`src/rtl/acm_pkg.sv`:
```
package acm_pkg;
  localparam int DEF_SAMPLE_W = 16;
  localparam int DEF_BUS_W    = 8;
  localparam int DEF_NCH      = 2;
  localparam int DEF_ZC_BITS  = 6;
  localparam int DEF_ATT_SH   = 2;

  typedef enum logic [1:0] {
    PICK_PASS = 2'd0,
    PICK_AVG  = 2'd1,
    PICK_HOLD = 2'd2,
    PICK_ZERO = 2'd3
  } pick_e;
endpackage

```
`src/rtl/acm_word_assembler.sv`:
```
module acm_word_assembler #(
  parameter int SAMPLE_W = 16,
  parameter int BUS_W    = 8,
  parameter int CH_W     = 1
) (
  input  logic                clk,
  input  logic                rst,
  input  logic                in_valid,
  input  logic                in_first,
  input  logic [CH_W-1:0]     in_chan,
  input  logic [BUS_W-1:0]    in_byte,
  output logic                w_valid,
  output logic                w_bad,
  output logic [CH_W-1:0]     w_chan,
  output logic [SAMPLE_W-1:0] w_data
);
  localparam int BEATS = SAMPLE_W / BUS_W;
  localparam int CNT_W = (BEATS > 1) ? $clog2(BEATS) : 1;
  localparam logic [CNT_W-1:0] LAST_BEAT = CNT_W'(BEATS - 1);

  logic [CNT_W-1:0]    beat_q;
  logic                armed_q;
  logic                bad_q;
  logic [CH_W-1:0]     chan_q;
  logic [SAMPLE_W-1:0] part_q;
  logic [SAMPLE_W-1:0] part_d;

  // lower bytes first: each data beat fills the next byte lane
  always_comb begin
    part_d = part_q;
    part_d[beat_q*BUS_W +: BUS_W] = in_byte;
  end

  always_ff @(posedge clk) begin
    if (rst) begin
      beat_q  <= '0;
      armed_q <= 1'b0;
      bad_q   <= 1'b0;
      chan_q  <= '0;
      part_q  <= '0;
      w_valid <= 1'b0;
      w_bad   <= 1'b0;
      w_chan  <= '0;
      w_data  <= '0;
    end else begin
      w_valid <= 1'b0;
      if (in_valid) begin
        if (in_first) begin
          armed_q <= 1'b1;
          bad_q   <= in_byte[0];
          chan_q  <= in_chan;
          beat_q  <= '0;
        end else if (armed_q) begin
          part_q <= part_d;
          if (beat_q == LAST_BEAT) begin
            w_valid <= 1'b1;
            w_bad   <= bad_q;
            w_chan  <= chan_q;
            w_data  <= part_d;
            armed_q <= 1'b0;
            beat_q  <= '0;
          end else begin
            beat_q <= beat_q + CNT_W'(1);
          end
        end
      end
    end
  end
endmodule

```
`src/rtl/acm_concealer.sv`:
```
module acm_concealer
  import acm_pkg::*;
#(
  parameter int SAMPLE_W = 16,
  parameter int NCH      = 2,
  parameter int CH_W     = 1
) (
  input  logic                clk,
  input  logic                rst,
  input  logic                w_valid,
  input  logic                w_bad,
  input  logic [CH_W-1:0]     w_chan,
  input  logic [SAMPLE_W-1:0] w_data,
  output logic                c_valid,
  output logic [CH_W-1:0]     c_chan,
  output logic [SAMPLE_W-1:0] c_data
);
  logic [NCH-1:0]      pend_v;
  logic [NCH-1:0]      pend_bad;
  logic [NCH-1:0]      hold_ok;
  logic [SAMPLE_W-1:0] pend_val [NCH];
  logic [SAMPLE_W-1:0] hold_val [NCH];

  // per-channel history: one waiting sample plus the last good value
  for (genvar g = 0; g < NCH; g++) begin : g_chan
    logic hit;
    assign hit = w_valid && (w_chan == CH_W'(g));
    always_ff @(posedge clk) begin
      if (rst) begin
        pend_v[g]   <= 1'b0;
        pend_bad[g] <= 1'b0;
        pend_val[g] <= '0;
        hold_ok[g]  <= 1'b0;
        hold_val[g] <= '0;
      end else if (hit) begin
        pend_v[g]   <= 1'b1;
        pend_bad[g] <= w_bad;
        pend_val[g] <= w_data;
        if (pend_v[g] && !pend_bad[g]) begin
          hold_ok[g]  <= 1'b1;
          hold_val[g] <= pend_val[g];
        end
      end
    end
  end

  logic                      sel_v, sel_bad, sel_hok;
  logic [SAMPLE_W-1:0]       sel_val, sel_hold;
  logic signed [SAMPLE_W:0]  sum_w;
  logic [SAMPLE_W-1:0]       mean_v;
  pick_e                     pick;
  logic [SAMPLE_W-1:0]       pick_val;

  always_comb begin
    sel_v    = pend_v[w_chan];
    sel_bad  = pend_bad[w_chan];
    sel_hok  = hold_ok[w_chan];
    sel_val  = pend_val[w_chan];
    sel_hold = hold_val[w_chan];
    sum_w    = $signed({sel_hold[SAMPLE_W-1], sel_hold}) +
               $signed({w_data[SAMPLE_W-1], w_data});
    mean_v   = sum_w[SAMPLE_W:1];
    if (!sel_bad)      pick = PICK_PASS;
    else if (!sel_hok) pick = PICK_ZERO;
    else if (w_bad)    pick = PICK_HOLD;
    else               pick = PICK_AVG;
    case (pick)
      PICK_PASS: pick_val = sel_val;
      PICK_AVG:  pick_val = mean_v;
      PICK_HOLD: pick_val = sel_hold;
      default:   pick_val = '0;
    endcase
  end

  always_ff @(posedge clk) begin
    if (rst) begin
      c_valid <= 1'b0;
      c_chan  <= '0;
      c_data  <= '0;
    end else begin
      c_valid <= w_valid && sel_v;
      if (w_valid && sel_v) begin
        c_chan <= w_chan;
        c_data <= pick_val;
      end
    end
  end
endmodule

```
`src/rtl/acm_mute_atten.sv`:
```
module acm_mute_atten #(
  parameter int SAMPLE_W = 16,
  parameter int CH_W     = 1,
  parameter int ZC_BITS  = 6,
  parameter int ATT_SH   = 2
) (
  input  logic                clk,
  input  logic                rst,
  input  logic                c_valid,
  input  logic [CH_W-1:0]     c_chan,
  input  logic [SAMPLE_W-1:0] c_data,
  input  logic                mute,
  input  logic                zc_en,
  input  logic                att_en,
  output logic                mute_held,
  output logic                out_valid,
  output logic [CH_W-1:0]     out_chan,
  output logic [SAMPLE_W-1:0] out_sample
);
  logic [ZC_BITS-1:0]         top_bits;
  logic                       near_zero;
  logic                       silence;
  logic signed [SAMPLE_W-1:0] att_v;

  always_comb begin
    top_bits  = c_data[SAMPLE_W-1 -: ZC_BITS];
    near_zero = (&top_bits) || !(|top_bits);
    silence   = mute && (!zc_en || mute_held || near_zero);
    att_v     = $signed(c_data) >>> ATT_SH;
  end

  always_ff @(posedge clk) begin
    if (rst) begin
      mute_held  <= 1'b0;
      out_valid  <= 1'b0;
      out_chan   <= '0;
      out_sample <= '0;
    end else begin
      mute_held <= mute && (mute_held || (c_valid && (near_zero || !zc_en)));
      out_valid <= c_valid;
      if (c_valid) begin
        out_chan <= c_chan;
        if (silence)     out_sample <= '0;
        else if (att_en) out_sample <= att_v;
        else             out_sample <= c_data;
      end
    end
  end
endmodule

```
`src/rtl/audio_conceal_mute.sv`:
```
module audio_conceal_mute
  import acm_pkg::*;
#(
  parameter int SAMPLE_W = DEF_SAMPLE_W,
  parameter int BUS_W    = DEF_BUS_W,
  parameter int NCH      = DEF_NCH,
  parameter int ZC_BITS  = DEF_ZC_BITS,
  parameter int ATT_SH   = DEF_ATT_SH,
  parameter int CH_W     = (NCH > 1) ? $clog2(NCH) : 1
) (
  input  logic                clk,
  input  logic                rst,
  input  logic                in_valid,
  input  logic                in_first,
  input  logic [CH_W-1:0]     in_chan,
  input  logic [BUS_W-1:0]    in_byte,
  input  logic                mute,
  input  logic                zc_en,
  input  logic                att_en,
  output logic                out_valid,
  output logic [CH_W-1:0]     out_chan,
  output logic [SAMPLE_W-1:0] out_sample
);
  logic                w_valid, w_bad;
  logic [CH_W-1:0]     w_chan;
  logic [SAMPLE_W-1:0] w_data;
  logic                c_valid;
  logic [CH_W-1:0]     c_chan;
  logic [SAMPLE_W-1:0] c_data;
  logic                mute_held;

  acm_word_assembler #(.SAMPLE_W(SAMPLE_W), .BUS_W(BUS_W), .CH_W(CH_W)) u_asm (
    .clk(clk), .rst(rst), .in_valid(in_valid), .in_first(in_first),
    .in_chan(in_chan), .in_byte(in_byte),
    .w_valid(w_valid), .w_bad(w_bad), .w_chan(w_chan), .w_data(w_data));

  acm_concealer #(.SAMPLE_W(SAMPLE_W), .NCH(NCH), .CH_W(CH_W)) u_conc (
    .clk(clk), .rst(rst), .w_valid(w_valid), .w_bad(w_bad),
    .w_chan(w_chan), .w_data(w_data),
    .c_valid(c_valid), .c_chan(c_chan), .c_data(c_data));

  acm_mute_atten #(.SAMPLE_W(SAMPLE_W), .CH_W(CH_W), .ZC_BITS(ZC_BITS), .ATT_SH(ATT_SH)) u_mute (
    .clk(clk), .rst(rst), .c_valid(c_valid), .c_chan(c_chan), .c_data(c_data),
    .mute(mute), .zc_en(zc_en), .att_en(att_en), .mute_held(mute_held),
    .out_valid(out_valid), .out_chan(out_chan), .out_sample(out_sample));
endmodule

```
`config.mk`:
```
export PLATFORM = sky130hd
export DESIGN_NAME = audio_conceal_mute
export DESIGN_NICKNAME = d
export VERILOG_FILES = /design/src/rtl/acm_pkg.sv /design/src/rtl/acm_word_assembler.sv /design/src/rtl/acm_concealer.sv /design/src/rtl/acm_mute_atten.sv /design/src/rtl/audio_conceal_mute.sv
export SDC_FILE = /design/constraint.sdc
export NUM_CORES = 1
export LEC_CHECK = 0
export ABC_CLOCK_PERIOD_IN_PS = 3720
export BUFFER_PORTS_ARGS = -buffer_cell sky130_fd_sc_hd__buf_2
export CORE_ASPECT_RATIO = 0.6
export CORE_UTILIZATION = 40
export CTS_CLUSTER_SIZE = 24
export DETAILED_ROUTE_END_ITERATION = 10
export SYNTH_ARGS = -nofsm -noshare
export SYNTH_HDL_FRONTEND = slang
export SYNTH_SLANG_ARGS = --single-unit
```
`constraint.sdc`:
```
create_clock -name clk -period 3.72 [get_ports clk]
set_input_delay 0.186 -clock clk [delete_from_list [all_inputs] [get_ports clk]]
set_output_delay 0.186 -clock clk [all_outputs]
set_load 0.01 [all_outputs]
```
==> metrics.txt, run 1 <==
outcome completed; Synth Flop Type dfxtp_1; H-tree Lvls 4; Slew headroom 0.288; Hold Crit Class in2reg; top-count cell post-synth nand2_1; Longest Clk Path Bufs 2; Synth top area share 0.290; drt pass-1 iters 5; CTS Sinks 139; clk_lat worst skew 0.42 ns; setup slack, reg-to-reg 0.63 ns; Reg clk slew, reported paths 0.07 ns; post-synthesis cell area 6620 um2; post-route minimum period 3.09 ns; antenna violations before repair 0; fin cells 895; final WL 17.4 mm; Post-synth top cells nand2_1 (86), dfxtp_1 (75), edfxtp_1 (64), a21oi_1 (48), and2_1 (47); fin crit share 0.830; CTS Buf Count 17; Hold Vio Cnt, Final 0; Final HPWL DP 12.7 mm; CP Max Fanout 10; RSZ-0062 raised after global routing false; largest net degree at the start of global routing 38; Slew Limit Fails 0; syn nets 682; Post-CTS Hold Buffers 0; Leakage 2.84 nW; Layout area overhead 14.3%; gr usage total 0.213; worst vdd ir 0.238 mV; Critical Path RT 4.00 ns; Setup-failing EPs final 0; die height 102 um; vias in the first global route 4629; synth top area cells edfxtp_1 (29%), dfxtp_1 (23%), mux2i_1 (6.3%); post-layout util 0.467; Synth Instances 650; drt first-iter violations 349; clock skew 0.0113 ns; share of layout cells above drive strength 1 0.152; worst reg2reg path endpoint u_conc.c_data[13]; via count 5018; Max Cap Viol 0; drt via density 5.61; Final GP Congestion 0.863; syn_area_per_cell 10.2 um2; CTS Root Cell clkbuf_16; Crit Path Class reg2reg; Top-Level Pins 34; row count 36; Worst Reg-to-Reg Cells 8; EDFF count, synth 64; actual slew at the worst max-slew pin 1.06 ns; pwr dens 459 nW/um2; crit path launch type register; total gr overflow 0; fillcell total 1489; WL/cell 19.4 um; nets@finish 705; first-pass GRT wire length 27.0 mm; Synth async-reset ratio 0; Seq/Total Area, Yosys 0.517; clock tree from TritonCTS built; core outline area 16200 um2; Initial Utilization 0.408; Cell Area, Placed 6970 um2; Worst setup EP type register; Synth cell types 62; Ys Warns 0; Setup Fix Bufs, Post-CTS 0; Die Area 17100 um2; Die X-Extent 168 um; DRC Markers 0; Ant. Diodes 0; setup TNS 0 ns; CP endpoint u_conc.c_data[13]; Cells after DPL 863; post-cts sizing count 0; Max Fclk 0.324 GHz; Crit path arrival time 3.37 ns; area leader, netlist edfxtp_1; cell area after layout 7570 um2; #FFs+latches synth 139; antenna-violating nets left 0; port bufs 33
-- final cells by class --
type	instances	area, um2	area share
repair buffers	40	218	0.0288
clock inverters	13	146	0.0193
clock buffers	19	454	0.0600
inverters	7	26.3	0.00347
well taps	209	262	0.0345
multi-input cells	468	3040	0.402
flip-flops and latches	139	3420	0.452
-- stage by stage --
| stage | power [mW] | hold WS, ns | worst slack (ns) |
|---|---|---|---|
| 4_1_cts | 3.50 | 0.00327 | 0.637 |
| 2_1_floorplan | 1.73 | 0.322 | 0.962 |
| 5_1_grt | 3.56 | 0.0254 | 0.397 |
| 3_5_place_dp | 1.77 | 0.440 | 0.655 |
| 3_3_place_gp | 1.77 | 0.436 | 0.691 |
| 6_report | 3.47 | 0.0102 | 0.631 |
-- worst max-delay path, stage by stage, from the launching register on --
cell	delay, ns
dfxtp_1	0.57
mux2_2	0.42
ha_1	0.33
a21oi_2	0.26
nor4b_2	0.55
a2111oi_2	0.19
a2111oi_4	0.35
xor2_1	0.18
o22ai_1	0.10
-- per-layer routing --
metal / GRT usage / wire [um] / vias up / share of wire
met5: 0 / 0 / - / 0
met4: 0.0503 / 175 / 0 / 0.010
met3: 0.0555 / 1210 / 23 / 0.070
met2: 0.299 / 6970 / 153 / 0.40
met1: 0.323 / 9000 / 2447 / 0.52
li1: - / - / 2395 / -
-- cells by family (layout without fill, tap and decap cells) --
group,after synthesis,in the layout,share of synthesized area
xor gates and xnor gates,9,9,0.0119
buffers and inverters,43,79,0.0261
and+or+nand+nor,238,238,0.181
AOI/OAI and AO/OA,145,145,0.139
muxes,60,60,0.0941
DFF,139,139,0.517
adders and majority gates,16,16,0.0314
-- sequential cells by signal, indices dropped and copies added, names as in the netlist, 8 cells and up, named ones only --
name and count:
u_conc.pend_val 32, u_conc.hold_val 32, u_asm.w_data 16, u_conc.c_data 16, u_asm.part_q 8, u_mute.out_sample 16
-- how the worst min path moves through the flow --
stage                                     start                    end  cells after the start
after global routing                 in_byte[4]        u_asm.part_q[4]                      3
after detailed placement   u_mute.out_sample[5]   u_mute.out_sample[5]                      2
final                                in_byte[1]        u_asm.w_data[9]                      3
after floorplan                      in_byte[2]       u_asm.w_data[10]                      2
after global placement    u_mute.out_sample[11]  u_mute.out_sample[11]                      2
after CTS                            in_byte[1]        u_asm.w_data[9]                      3
-- where the power goes --
group | internal, mW | switching (mW) | total [mW]
sequential | 1.62 | 0.0136 | 1.64
clock | 0.993 | 0.740 | 1.73
combinational | 0.0344 | 0.0710 | 0.105
total | 2.65 | 0.825 | 3.47
-- placed cells by master (no fill, tap or decap), types with 6 or more instances in the layout --
master | netlist | final
nor2b_1 | 6 | 6
a21oi_1 | 48 | 48
a21o_1 | 9 | 9
mux2_2 | 18 | 18
dfxtp_1 | 75 | 75
o22ai_1 | 6 | 6
xnor2_1 | 6 | 6
clkbuf_16 | 0 | 18
buf_2 | 9 | 33
ha_1 | 15 | 15
and2_1 | 47 | 47
a22oi_1 | 8 | 8
nand2_1 | 86 | 86
edfxtp_1 | 64 | 64
o21ai_1 | 13 | 13
nand3_1 | 10 | 10
nor2_1 | 38 | 38
buf_4 | 0 | 7
o21ai_0 | 29 | 28
and3_1 | 18 | 18
mux2i_1 | 42 | 42
inv_1 | 7 | 7
nor3_1 | 10 | 9
Power figures use the tool's default switching activity.
==> run 2, diff against run 1 <==
Settings changed: ABC_CLOCK_PERIOD_IN_PS 3720 to 2750.
Clock period 3.72 ns to 2.75 ns, I/O delays scaled along.
==> metrics.txt, run 2 (same netlist as run 1, synthesis figures left out) <==
antenna violations before repair 0; post-route minimum period 2.67 ns; nets@finish 734; fin crit share 0.971; Die X-Extent 168 um; WL met1 9.32 mm; final worst slack 0.0791 ns; drt via density 5.54; first-pass GRT wire length 27.4 mm; WL/cell 19.5 um; crit path launch type register; outcome completed; Leakage 3.00 nW; worst vdd ir 0.369 mV; clock skew 0.0166 ns; clock tree from TritonCTS built; Slew Limit Fails 0; Die Area 17100 um2; core outline area 16200 um2; uppermost routed layer met4; Worst setup EP type register; largest net degree at the start of global routing 63; Largest regs u_conc.hold_val (32), u_conc.pend_val (32); share of layout cells above drive strength 1 0.176; most frequent cells in the layout nand2_1 (86), dfxtp_1 (74), edfxtp_1 (64); met3 wire length 1.23 mm; total gr overflow 0; Layout area overhead 19.2%; Cells after DPL 880; cell chain of the critical path buf_12 -> mux2_2 -> ha_4 -> or4_4 -> o21ai_4 -> a21oi_2 -> xnor2_1 -> a2111o_1 -> a21oi_1; Critical-path top delay cell or4_4; pwr dens 591 nW/um2; Top-Level Pins 34; clk_lat worst skew 0.42 ns; slowest stage delay, CP 0.56 ns; hold_ws 0.0142 ns; leading cell type in the layout, fill and taps excluded nand2_1; setup TNS 0 ns; RSZ-0062 raised after global routing false; pre-CTS setup slack 0.00381 ns; row count 36; Setup-failing EPs final 0; post-layout util 0.487; final WL 18.0 mm; Initial Utilization 0.408; CTS Sinks 139; DRC Markers 0; drt pass-1 iters 5; Crit Path Class reg2reg; cell area after layout 7890 um2; drt first-iter violations 405; actual slew at the worst max-slew pin 0.796 ns; Final GP Congestion 0.906; worst hold start in_byte[0]; routed wl met2 7.18 mm; CTS Buf Count 17; antenna-violating nets left 0; port bufs 33; CP Max Fanout 7; Max Fclk 0.374 GHz; Hold Crit Class in2reg; gr usage total 0.217; H-tree Lvls 4; Longest Clk Path Bufs 2; Ant. Diodes 0; fin cells 924; fillcell total 1465; CTS Root Cell clkbuf_16; Slew headroom 0.467; Reg clk slew, reported paths 0.06 ns; total power 4.66 mW; die height 102 um; Critical Path RT 3.08 ns; Final HPWL DP 12.9 mm; Max Cap Viol 0; via count 5116; Hold Vio Cnt, Final 0; vias in the first global route 4696; Crit path arrival time 3.00 ns; Cell Area, Placed 7100 um2
==> run 2: cell types whose count changed in the layout (fill, tap and decap cells not counted), sizes merged <==
cell	previous run	this run
inv	16	14
buf	40	59
dlygate4sd3	0	8
clkbuf	19	21
clkinvlp	0	1
bufbuf	0	1
==> run 2: what timing repair did <==
item | 4_1_cts | 5_1_grt
resized for setup | 1 | 5
gates cloned | 1 | 1
pin swaps | 1 | 2
buffers inserted | 1 | 1
setup endpoints to repair | 4 | 5
hold buffers | 8 | 0
endpoints found under the hold margin | 12 | 0
==> run 2: critical path: cells and delay by family (launching register included) <==
| family | cells | cell delay [ns] |
|---|---|---|
| AOI/OAI and AO/OA | 4 | 0.74 |
| and+or+nand+nor | 1 | 0.56 |
| DFF | 1 | 0.40 |
| muxes | 1 | 0.37 |
| adders and majority gates | 1 | 0.22 |
| buffers and inverters | 1 | 0.14 |
| xor gates and xnor gates | 1 | 0.14 |
==> run 2: cell type report <==
| type | instances | area (um2) | area share |
|---|---|---|---|
| timing repair buffer | 69 | 510 | 0.0647 |
| tap | 209 | 262 | 0.0331 |
| inverter | 7 | 26.3 | 0.00333 |
| sequential | 139 | 3430 | 0.434 |
| multi-input combinational | 468 | 3070 | 0.390 |
| clock buffer | 20 | 468 | 0.0593 |
| clock inverter | 12 | 124 | 0.0157 |
==> run 2: worst paths after layout <==
| path | to | slack (ns) | depth (start not counted) |
|---|---|---|---|
| max | u_conc.c_data[7] | 0.08 | 9 |
| min | u_asm.part_q[0] | 0.01 | 3 |
| max reg2reg | u_conc.c_data[7] | 0.08 | 9 |
| min reg2reg | u_mute.out_sample[6] | 0.45 | 2 |
==> run 2: metal layers <==
| layer | vias up | global-route usage |
|---|---|---|
| met5 | - | 0 |
| met1 | 2476 | 0.338 |
| met4 | 0 | 0.0636 |
| met2 | 175 | 0.290 |
| li1 | 2444 | - |
| met3 | 21 | 0.0504 |
==> run 2: where the power goes <==
group	internal [mW]	switching, mW	total (mW)
registers	2.19	0.0188	2.21
clock network	1.35	0.943	2.29
logic	0.0589	0.0999	0.159
total	3.60	1.06	4.66
